[config.mk]
export PLATFORM = sky130hd
export DESIGN_NAME = isr_seq
export DESIGN_NICKNAME = d
export VERILOG_FILES = /design/src/rtl/isr_seq_pkg.sv /design/src/rtl/isr_seq_ctrl.sv /design/src/rtl/isr_seq_dpath.sv /design/src/rtl/isr_seq.sv
export SDC_FILE = /design/constraint.sdc
export NUM_CORES = 1
export LEC_CHECK = 0
export BUFFER_PORTS_ARGS = -buffer_cell sky130_fd_sc_hd__buf_4
export CAP_MARGIN = 20
export CORE_MARGIN = 2
export CORE_UTILIZATION = 26
export CTS_BUF_LIST = sky130_fd_sc_hd__clkbuf_16
export DETAILED_ROUTE_END_ITERATION = 8
export SETUP_SLACK_MARGIN = 0.2
export SLEW_MARGIN = 0
export SYNTH_ARGS = -nofsm -noshare
export SYNTH_HDL_FRONTEND = slang
export SYNTH_HIERARCHICAL = 1
export SYNTH_SLANG_ARGS = --single-unit
[constraint.sdc]
create_clock -name clk -period 5.7 [get_ports clk]
set_input_delay 1.14 -clock clk [delete_from_list [all_inputs] [get_ports clk]]
set_output_delay 1.14 -clock clk [all_outputs]
set_load 0.01 [all_outputs]
[src/rtl/isr_seq_pkg.sv]
package isr_seq_pkg;
  localparam int WORD_W    = 16;
  localparam int BYTE_W    = 8;
  localparam int CTX_BYTES = 6;  // flags, CS, IP as bytes
  localparam int VEC_BYTES = 4;  // IP and CS from the table
  localparam int IDX_W     = $clog2(CTX_BYTES);

  localparam logic [1:0] OP_IDLE = 2'b00;
  localparam logic [1:0] OP_WR   = 2'b01;
  localparam logic [1:0] OP_RD   = 2'b10;
  localparam logic [1:0] OP_ACK  = 2'b11;

  typedef struct packed {
    logic             capCtx;   // latch current context
    logic             clrMask;  // clear enable and trap bits
    logic             capType;  // latch type byte
    logic             pushWr;   // stack write, byte selected by byteIdx
    logic             popRd;    // stack read
    logic             vecRd;    // vector table read
    logic [IDX_W-1:0] byteIdx;
  } strobes_t;
endpackage

[src/rtl/isr_seq_ctrl.sv]
module isr_seq_ctrl
  import isr_seq_pkg::*;
(
  input  logic       clk,
  input  logic       rstN,
  input  logic       instrDone,
  input  logic       intReq,
  input  logic       ifFlag,
  input  logic       retCmd,
  output strobes_t   strb,
  output logic [1:0] busOp,
  output logic       busy,
  output logic       ctxLoad
);
  typedef enum logic [2:0] {
    S_IDLE, S_PUSH, S_ACK1, S_ACK2, S_VEC, S_POP, S_LOAD
  } state_e;

  state_e           state, nextState;
  logic [IDX_W-1:0] cnt, nextCnt;
  logic             takeInt, takeRet, lastPush, lastVec;

  assign takeInt  = (state == S_IDLE) && instrDone && intReq && ifFlag;
  assign takeRet  = (state == S_IDLE) && retCmd && !takeInt;
  assign lastPush = (cnt == IDX_W'(CTX_BYTES - 1));
  assign lastVec  = (cnt == IDX_W'(VEC_BYTES - 1));

  always_comb begin
    nextState = state;
    nextCnt   = cnt;
    case (state)
      S_IDLE: begin
        nextCnt = '0;
        if (takeInt)      nextState = S_PUSH;
        else if (takeRet) nextState = S_POP;
      end
      S_PUSH: begin
        if (lastPush) begin
          nextState = S_ACK1;
          nextCnt   = '0;
        end else begin
          nextCnt = cnt + 1'b1;
        end
      end
      S_ACK1: nextState = S_ACK2;
      S_ACK2: begin
        nextState = S_VEC;
        nextCnt   = '0;
      end
      S_VEC: begin
        if (lastVec) nextState = S_LOAD;
        else         nextCnt   = cnt + 1'b1;
      end
      S_POP: begin
        if (lastPush) nextState = S_LOAD;
        else          nextCnt   = cnt + 1'b1;
      end
      S_LOAD:  nextState = S_IDLE;
      default: nextState = S_IDLE;
    endcase
  end

  always_ff @(posedge clk) begin
    if (!rstN) begin
      state <= S_IDLE;
      cnt   <= '0;
    end else begin
      state <= nextState;
      cnt   <= nextCnt;
    end
  end

  always_comb begin
    strb         = '0;
    strb.byteIdx = cnt;
    busOp        = OP_IDLE;
    strb.capCtx  = takeInt || takeRet;
    case (state)
      S_PUSH: begin
        busOp       = OP_WR;
        strb.pushWr = 1'b1;
      end
      S_ACK1: begin
        busOp        = OP_ACK;
        strb.clrMask = 1'b1;
      end
      S_ACK2: begin
        busOp        = OP_ACK;
        strb.capType = 1'b1;
      end
      S_VEC: begin
        busOp      = OP_RD;
        strb.vecRd = 1'b1;
      end
      S_POP: begin
        busOp      = OP_RD;
        strb.popRd = 1'b1;
      end
      default: ;
    endcase
  end

  assign busy    = (state != S_IDLE);
  assign ctxLoad = (state == S_LOAD);

  // without a full entry condition or a return command, idle persists
  p_gate_r2: assert property (@(posedge clk) disable iff (!rstN)
    (state == S_IDLE && !(instrDone && intReq && ifFlag) && !retCmd)
      |=> (state == S_IDLE));

  // acknowledge phase follows only the push phase
  p_push_done_r3: assert property (@(posedge clk) disable iff (!rstN)
    (state == S_ACK1) |-> ($past(state) == S_PUSH));

  // acknowledge cycles come in pairs
  p_ack_pair_r4: assert property (@(posedge clk) disable iff (!rstN)
    (busOp == OP_ACK && state == S_ACK1) |=> (busOp == OP_ACK));

  // one-cycle load, then idle
  p_load_once_r6: assert property (@(posedge clk) disable iff (!rstN)
    ctxLoad |=> (!ctxLoad && !busy));

  // a running entry never turns into a pop
  p_ret_ignored_r9: assert property (@(posedge clk) disable iff (!rstN)
    (state inside {S_PUSH, S_ACK1, S_ACK2, S_VEC}) |=> (state != S_POP));
endmodule

[src/rtl/isr_seq_dpath.sv]
module isr_seq_dpath
  import isr_seq_pkg::*;
#(
  parameter int ADDR_W    = 20,
  parameter int SEG_SHIFT = 4,
  parameter int IF_BIT    = 9,
  parameter int TF_BIT    = 8,
  parameter int TYPE_W    = 8
) (
  input  logic              clk,
  input  logic              rstN,
  input  strobes_t          strb,
  input  logic [WORD_W-1:0] curFlags,
  input  logic [WORD_W-1:0] curCs,
  input  logic [WORD_W-1:0] curIp,
  input  logic [WORD_W-1:0] curSs,
  input  logic [WORD_W-1:0] curSp,
  input  logic [BYTE_W-1:0] busRdData,
  output logic [ADDR_W-1:0] busAddr,
  output logic [BYTE_W-1:0] busWrData,
  output logic [WORD_W-1:0] ctxFlags,
  output logic [WORD_W-1:0] ctxCs,
  output logic [WORD_W-1:0] ctxIp,
  output logic [WORD_W-1:0] ctxSp
);
  localparam int VEC_SPAN = TYPE_W + 2;  // log2 of table size in bytes

  logic [WORD_W-1:0] flagsR, csR, ipR, ssR, spR;
  logic [TYPE_W-1:0] typeR;
  logic [WORD_W-1:0] spDown;
  logic [ADDR_W-1:0] segBase, stkAddr, vecAddr;
  logic [BYTE_W-1:0] pushByte;

  assign spDown  = spR - 1'b1;
  assign segBase = ADDR_W'({ssR, {SEG_SHIFT{1'b0}}});
  assign stkAddr = segBase + ADDR_W'(strb.pushWr ? spDown : spR);
  assign vecAddr = ADDR_W'({typeR, 2'b00}) + ADDR_W'(strb.byteIdx);

  always_comb begin
    case (strb.byteIdx)
      3'd0:    pushByte = flagsR[15:8];
      3'd1:    pushByte = flagsR[7:0];
      3'd2:    pushByte = csR[15:8];
      3'd3:    pushByte = csR[7:0];
      3'd4:    pushByte = ipR[15:8];
      default: pushByte = ipR[7:0];
    endcase
  end

  always_comb begin
    if (strb.vecRd)                     busAddr = vecAddr;
    else if (strb.pushWr || strb.popRd) busAddr = stkAddr;
    else                                busAddr = '0;
  end

  assign busWrData = strb.pushWr ? pushByte : '0;

  always_ff @(posedge clk) begin
    if (!rstN) begin
      flagsR <= '0;
      csR    <= '0;
      ipR    <= '0;
      ssR    <= '0;
      spR    <= '0;
      typeR  <= '0;
    end else begin
      if (strb.capCtx) begin
        flagsR <= curFlags;
        csR    <= curCs;
        ipR    <= curIp;
        ssR    <= curSs;
        spR    <= curSp;
      end
      if (strb.pushWr) spR <= spDown;
      if (strb.clrMask) begin
        flagsR[IF_BIT] <= 1'b0;
        flagsR[TF_BIT] <= 1'b0;
      end
      if (strb.capType) typeR <= busRdData;
      if (strb.vecRd) begin
        case (strb.byteIdx)
          3'd0:    ipR[7:0]  <= busRdData;
          3'd1:    ipR[15:8] <= busRdData;
          3'd2:    csR[7:0]  <= busRdData;
          default: csR[15:8] <= busRdData;
        endcase
      end
      if (strb.popRd) begin
        spR <= spR + 1'b1;
        case (strb.byteIdx)
          3'd0:    ipR[7:0]     <= busRdData;
          3'd1:    ipR[15:8]    <= busRdData;
          3'd2:    csR[7:0]     <= busRdData;
          3'd3:    csR[15:8]    <= busRdData;
          3'd4:    flagsR[7:0]  <= busRdData;
          default: flagsR[15:8] <= busRdData;
        endcase
      end
    end
  end

  assign ctxFlags = flagsR;
  assign ctxCs    = csR;
  assign ctxIp    = ipR;
  assign ctxSp    = spR;

  // vector reads stay inside the table at the bottom of segment zero
  p_vec_seg0_r5: assert property (@(posedge clk) disable iff (!rstN)
    strb.vecRd |-> ((busAddr >> VEC_SPAN) == '0));

  // a push never drives write data while a read is selected
  p_push_excl_r3: assert property (@(posedge clk) disable iff (!rstN)
    strb.pushWr |-> (!strb.popRd && !strb.vecRd));
endmodule

[src/rtl/isr_seq.sv]
module isr_seq
  import isr_seq_pkg::*;
#(
  parameter int ADDR_W    = 20,
  parameter int SEG_SHIFT = 4,
  parameter int IF_BIT    = 9,
  parameter int TF_BIT    = 8,
  parameter int TYPE_W    = 8
) (
  input  logic              clk,
  input  logic              rstN,
  input  logic              intReq,
  input  logic              instrDone,
  input  logic              retCmd,
  input  logic [15:0]       curFlags,
  input  logic [15:0]       curCs,
  input  logic [15:0]       curIp,
  input  logic [15:0]       curSs,
  input  logic [15:0]       curSp,
  input  logic [7:0]        busRdData,
  output logic [1:0]        busOp,
  output logic [ADDR_W-1:0] busAddr,
  output logic [7:0]        busWrData,
  output logic              busy,
  output logic              ctxLoad,
  output logic [15:0]       ctxFlags,
  output logic [15:0]       ctxCs,
  output logic [15:0]       ctxIp,
  output logic [15:0]       ctxSp
);
  strobes_t strb;

  isr_seq_ctrl u_ctrl (
    .clk       (clk),
    .rstN      (rstN),
    .instrDone (instrDone),
    .intReq    (intReq),
    .ifFlag    (curFlags[IF_BIT]),
    .retCmd    (retCmd),
    .strb      (strb),
    .busOp     (busOp),
    .busy      (busy),
    .ctxLoad   (ctxLoad)
  );

  isr_seq_dpath #(
    .ADDR_W    (ADDR_W),
    .SEG_SHIFT (SEG_SHIFT),
    .IF_BIT    (IF_BIT),
    .TF_BIT    (TF_BIT),
    .TYPE_W    (TYPE_W)
  ) u_dpath (
    .clk       (clk),
    .rstN      (rstN),
    .strb      (strb),
    .curFlags  (curFlags),
    .curCs     (curCs),
    .curIp     (curIp),
    .curSs     (curSs),
    .curSp     (curSp),
    .busRdData (busRdData),
    .busAddr   (busAddr),
    .busWrData (busWrData),
    .ctxFlags  (ctxFlags),
    .ctxCs     (ctxCs),
    .ctxIp     (ctxIp),
    .ctxSp     (ctxSp)
  );
endmodule

# After elaboration in Yosys (flattened, before gate mapping)
# Index checks and enable logic that the tools add are counted.
classes:
  addsub: 5
  n_eq_ne: 17
  n_mux: 43
  n_reduce_logical: 20
ops:
  columns: ["op", "n"]
  rows:
  - ["$mux 16", 12]
  - ["$mux 8", 11]
  - ["$mux 20", 2]
  - ["$pmux 8 s5", 1]
  - ["$mux 3", 8]
  - ["$add 20x20->20", 1]
  - ["$pmux 3 s6", 1]
  - ["$add 16x1->16 const B", 1]
  - ["$sub 16x1->16 const B", 1]
  - ["$eq 3x3->1 const B", 5]
  - ["$eq 3x2->1 const B", 4]
  - ["$pmux 3 s4", 1]
  - ["$add 10x3->11", 1]
  - ["$eq 3x1->1 const B", 2]
  - ["$logic_not 3->1", 2]
  - ["$ne 2x1->1 const B", 3]
  - ["$pmux 2 s3", 1]
  - ["$reduce_bool 3->1", 2]
  - ["$reduce_or 2->1", 3]
  - ["$logic_and 1x1->1", 5]
  - ["$mux 1", 5]
  - ["$reduce_or 5->1", 1]
  - ["$ne 2x2->1 const B", 2]
  - ["$reduce_and 4->1", 1]
  - ["8 further kinds", 9]
word_totals:
  regBits: 94
  out_inout_bits: 96

# Longest topological paths before layout
logic_depth:
  ltp_word: 12
  ltp_mapped: 17
  mapped_depth_nobuf: 14

# By module
# The synthesis kept the hierarchy.
by_module_without_submodules:
  columns: ["module", "n_inst", "cells_each", "area_per_inst_um2"]
  rows:
  - ["isr_seq_dpath", 1, 748, 5969.5]
  - ["isr_seq_ctrl", 1, 53, 421.7]

# Worst setup path before layout
# OpenSTA, ideal clock, no wires.
synth_path:
  path_kind: "register to output"
  startpoint: "register u_dpath.spR[0] (netlist: u_dpath/ctxSp[0])"
  endpoint: "output port busAddr[15]"
  arrival_time_ns: 3.390
  slack_ns: 1.170
  stages_incl_launch_ff: 16
  path_buffers: 1
  path_cell_list: "dfxtp_1 -> inv_1 -> ha_1 -> or3b_4 -> buf_6 -> nor3_1 -> nand3_1 -> nor3_1 -> xor2_1 -> ha_1 -> and2_1 -> nand4_1 -> a21oi_1 -> o31ai_1 -> a21oi_1 -> nor3b_1"
synth_between:
  elab_chain_cells: 5
synth_rtl:
  columns: ["element", "line", "rtl"]
  rows:
  - ["from (decl)", "isr_seq_dpath.sv:28", "logic [WORD_W-1:0] flagsR, csR, ipR, ssR, spR;"]
  - ["from (signal assigned)", "isr_seq_dpath.sv:72", "spR <= curSp;"]
  - ["from (signal assigned)", "isr_seq_dpath.sv:74", "if (strb.pushWr) spR <= spDown;"]
  - ["from (signal assigned)", "isr_seq_dpath.sv:89", "spR <= spR + 1'b1;"]
  - ["$sub 16x1->16", "isr_seq_dpath.sv:34", "assign spDown = spR - 1'b1;"]
  - ["$mux 16 *", "isr_seq_dpath.sv:36", "assign stkAddr = segBase + ADDR_W'(strb.pushWr ? spDown : spR);"]
  - ["$add 20x20->20 *", "isr_seq_dpath.sv:36", null]
  - ["$mux 20 *", "isr_seq_dpath.sv:52", "else if (strb.pushWr || strb.popRd) busAddr = stkAddr;"]
  - ["$mux 20 *", "isr_seq_dpath.sv:51", "if (strb.vecRd) busAddr = vecAddr;"]
  - ["to (decl)", "isr_seq.sv:22", "output logic [ADDR_W-1:0] busAddr,"]
# Mark *: on every way between the ends. The rest lies on a longest branch, timed or not.

# Worst setup path in the final report
# Same ends and word-level chain as after synthesis.

==> metrics.csv <==
stage;metric;value;unit
run_status;status;finished, final reports clean;
timing;Final min period;5.13;ns
die;Die Ht;161;um
clocking;Reg clk slew, reported paths;0.08;ns
timing;final worst setup slack;0.574;ns
detailed_routing;DR vias;6468;
clocking;clock root buffer;clkbuf_16;
clocking;CTS tree;done;
pwr;Pint;2200;uW
timing;Max Clk Rate;195;MHz
detailed_routing;DRC viols;0;
cells_and_area;commonest non-fill, non-tap cells in the layout;200 x buf_4, 136 x nor2_1, 94 x dfxtp_1, 77 x mux2i_1, 60 x a211oi_1;
global_route;GRT overflow;0;
die;DIE AREA;25900;um^2
cells_and_area;Layout area overhead;30.3;%
clocking;Worst-Skew Late Latency;0.36;ns
placement;pre-CTS WS;0.907;ns
global_route;first-pass GRT wire length;36.2;mm
die;I/O pin count;189;
detailed_routing;routed length per placed instance;18.4;um
global_route;Tot GR Track Use;17.9;%
placement;dpl cells;1263;
setup_path;CP Capture Type;output port;
detailed_routing;vias per cell;5.06;
timing;Hold Fails Final Rpt;0;
synth;Ys Warns;6;
setup_path;Worst EP arrival;3.99;ns
cells_and_area;multi-input logic area;4160;um^2
global_route;largest net degree at the start of global routing;48;
cells_and_area;commonest non-fill, non-tap cell in the layout;buf_4;
cells_and_area;n_diodes;0;
timing;Final Skew;0.0125;ns
clocking;Clock Tree Buf Depth;2;
timing;setup TNS;0;ns
detailed_routing;Pre-antenna DRT Iters;5;
setup_path;r2r setup slk;2.92;ns
synth;number of synthesized flops with an enable pin;0;
synth;Yosys cell types;70;
pwr;clock power share;14.9;%
pwr;Design Power;4080;uW
die;initial core utilization;26.4;%
detailed_routing;total wire length;23.5;mm
setup_path;Worst Setup Start Kind;register;
cells_and_area;FF/Latch Area;1880;um^2
setup_path;crit path kind;register to output port;
die;row cnt;57;
cells_and_area;Layout Nets;1065;
clocking;Post-CTS Setup Bufs;0;
setup_path;critical path required time;4.56;ns
global_route;vias in the first global route;6380;
timing;Max transition margin;34.9;%
pwr;NetSw;1880;uW
pwr;PD cells;490;nW/um^2
synth;Post-synth top flop;dfxtp_1;
synth;Synth async-reset ratio;0;%
synth;Post-Syn Instances;801;
synth;Mapped Area;6390;um^2
clocking;cts bufs inserted;9;
timing;hold_ws;0.508;ns
setup_path;crit-path max FO;8;
timing;final period utilization;89.9;%
detailed_routing;post-route antenna net violation count;0;
cells_and_area;Finished Layout Cells;1279;
die;die width;161;um
timing;Pins Over Slew Limit;0;
synth;syn_nets;916;
run;Max Cap Violations;0;
pwr;Leak Pwr;0.00355;uW
placement;Port Buf Inserts;188;
cells_and_area;FILL cells;2620;
timing;unrepaired setup endpoints after global routing;false;
global_route;initial antenna violation count;0;
synth;Avg Synthesized Cell Area;7.98;um^2
die;core area;24200;um^2
placement;Final GP Congestion;0.878;
timing;# setup viols final;0;
cells_and_area;layout cell share with drive strength beyond 1;26.1;%
clocking;Sink Count;94;
pwr;combinational share of power;57.2;%
timing;worst slew pin tran;0.975;ns
detailed_routing;violation count after the first detailed-route iteration;530;
pwr;Max VDD drop;0.165;mV
pwr;share of power burned in registers;27.8;%
synth;number of synthesized register bits;94;
pwr;switching share of power;46.1;%
clocking;H-tree depth;3;
placement;dpl hpwl;17.4;mm
worst_hold_path;HP Class;register to register;
synth;Seq/Total Area, Yosys;29.4;%
==> critical path, stage by stage (launching register included) <==
cell     delay (ns)
dfxtp_1        0.39
inv_1          0.12
ha_1           0.22
or3b_4         0.43
nor3_1         0.18
buf_4          0.15
nand3_1        0.11
nor3_1         0.20
xor2_1         0.21
ha_1           0.31
a21oi_1        0.32
o21ai_0        0.16
o31ai_2        0.29
a21oi_1        0.11
nor3b_1        0.26
buf_4          0.17
==> layer usage <==
| layer | part of all wire [%] | global-route usage [%] | up-vias |
|---|---|---|---|
| li1 | - | - | 3198 |
| met1 | 44 | 23.1 | 2984 |
| met2 | 48 | 30.6 | 265 |
| met3 | 6.7 | 3.72 | 21 |
| met4 | 1.5 | 4.42 | 0 |
| met5 | 0 | 0 | - |
==> area by class of cell <==
type | instances | share of cell area [%]
clock buffer | 9 | 2.70
clock inverter | 7 | 0.811
inverter | 23 | 1.04
multi-input combinational | 622 | 50.0
sequential | 94 | 22.6
tap | 324 | 4.87
timing repair buffer | 200 | 18.0
==> power by group through the flow <==
stage               Combinational, uW  Clock, uW  Sequential (uW)
detailed placement               2320          0             1150
finish                           2340        610             1140
global route                     2540        651             1170
floorplan                        1580          0             1050
global placement                 2310          0             1140
CTS                              2330        628             1130
==> Yosys cell counts (all sizes together) (3+ instances only) <==
master | instances | area, um^2
mux2i | 77 | 771
or4 | 6 | 56.3
a21o | 12 | 90.1
ha | 21 | 263
nand2 | 47 | 176
a211oi | 60 | 450
buf | 21 | 128
and3 | 4 | 25.0
o31ai | 3 | 27.5
or3 | 6 | 38.8
xnor2 | 17 | 149
mux2 | 8 | 90.1
nand3b | 3 | 22.5
inv | 22 | 82.6
nor2 | 136 | 510
a31oi | 7 | 43.8
and2 | 4 | 26.3
a22oi | 15 | 113
nor2b | 6 | 37.5
a21oi | 36 | 188
xor2 | 21 | 184
nand4 | 4 | 25.0
a32o | 3 | 31.3
nor3 | 15 | 91.3
dfxtp | 94 | 1880
nand3 | 30 | 150
o21ai | 34 | 170
or2 | 4 | 27.5
o211ai | 8 | 65.1
a311oi | 3 | 26.3
clkbuf | 41 | 154
nor4 | 3 | 18.8
==> final timing paths <==
path / from / endpoint / depth (start not counted)
setup / recovery: u_dpath/ctxSp[0] / busAddr[15] / 15
hold / removal: u_dpath/ssR[9] / u_dpath/ssR[9] / 2
setup reg to reg: u_ctrl/state[0] / u_dpath/ctxSp[8] / 6
hold reg to reg: u_dpath/ssR[9] / u_dpath/ssR[9] / 2
==> through the flow <==
stage          utilization (%)  area [um^2]
2_1_floorplan                -         6390
3_3_place_gp              33.1         8030
3_5_place_dp              33.1         8030
4_1_cts                   34.3         8330
5_1_grt                   34.4         8330
6_report                  34.4         8330
==> state kept, by name, summed over array words and instances (netlist names) <==
register          count
u_dpath/ctxSp        16
u_dpath/ctxFlags     16
u_dpath/ctxCs        16
u_dpath/ctxIp        16
u_ctrl/state          3
u_dpath/ssR          16
u_dpath/typeR         8
u_ctrl/cnt            3
==> logic make-up (layout without fill, tap and decap cells) <==
family / Yosys count / in the layout / share of synthesized area [%]
fa+ha+maj: 22 / 22 / 4.42
mux: 85 / 85 / 13.5
xor+xnor: 38 / 38 / 5.21
simple gates: 275 / 275 / 19.8
compound gates: 202 / 202 / 21.9
buf+inv: 85 / 239 / 5.76
flops: 94 / 94 / 29.4
==> timing repair <==
item | CTS | global route
gates resized for setup | 0 | 1
setup endpoints to repair | 0 | 2
hold buffers | 0 | 0
(Power assumes the default switching activity.)
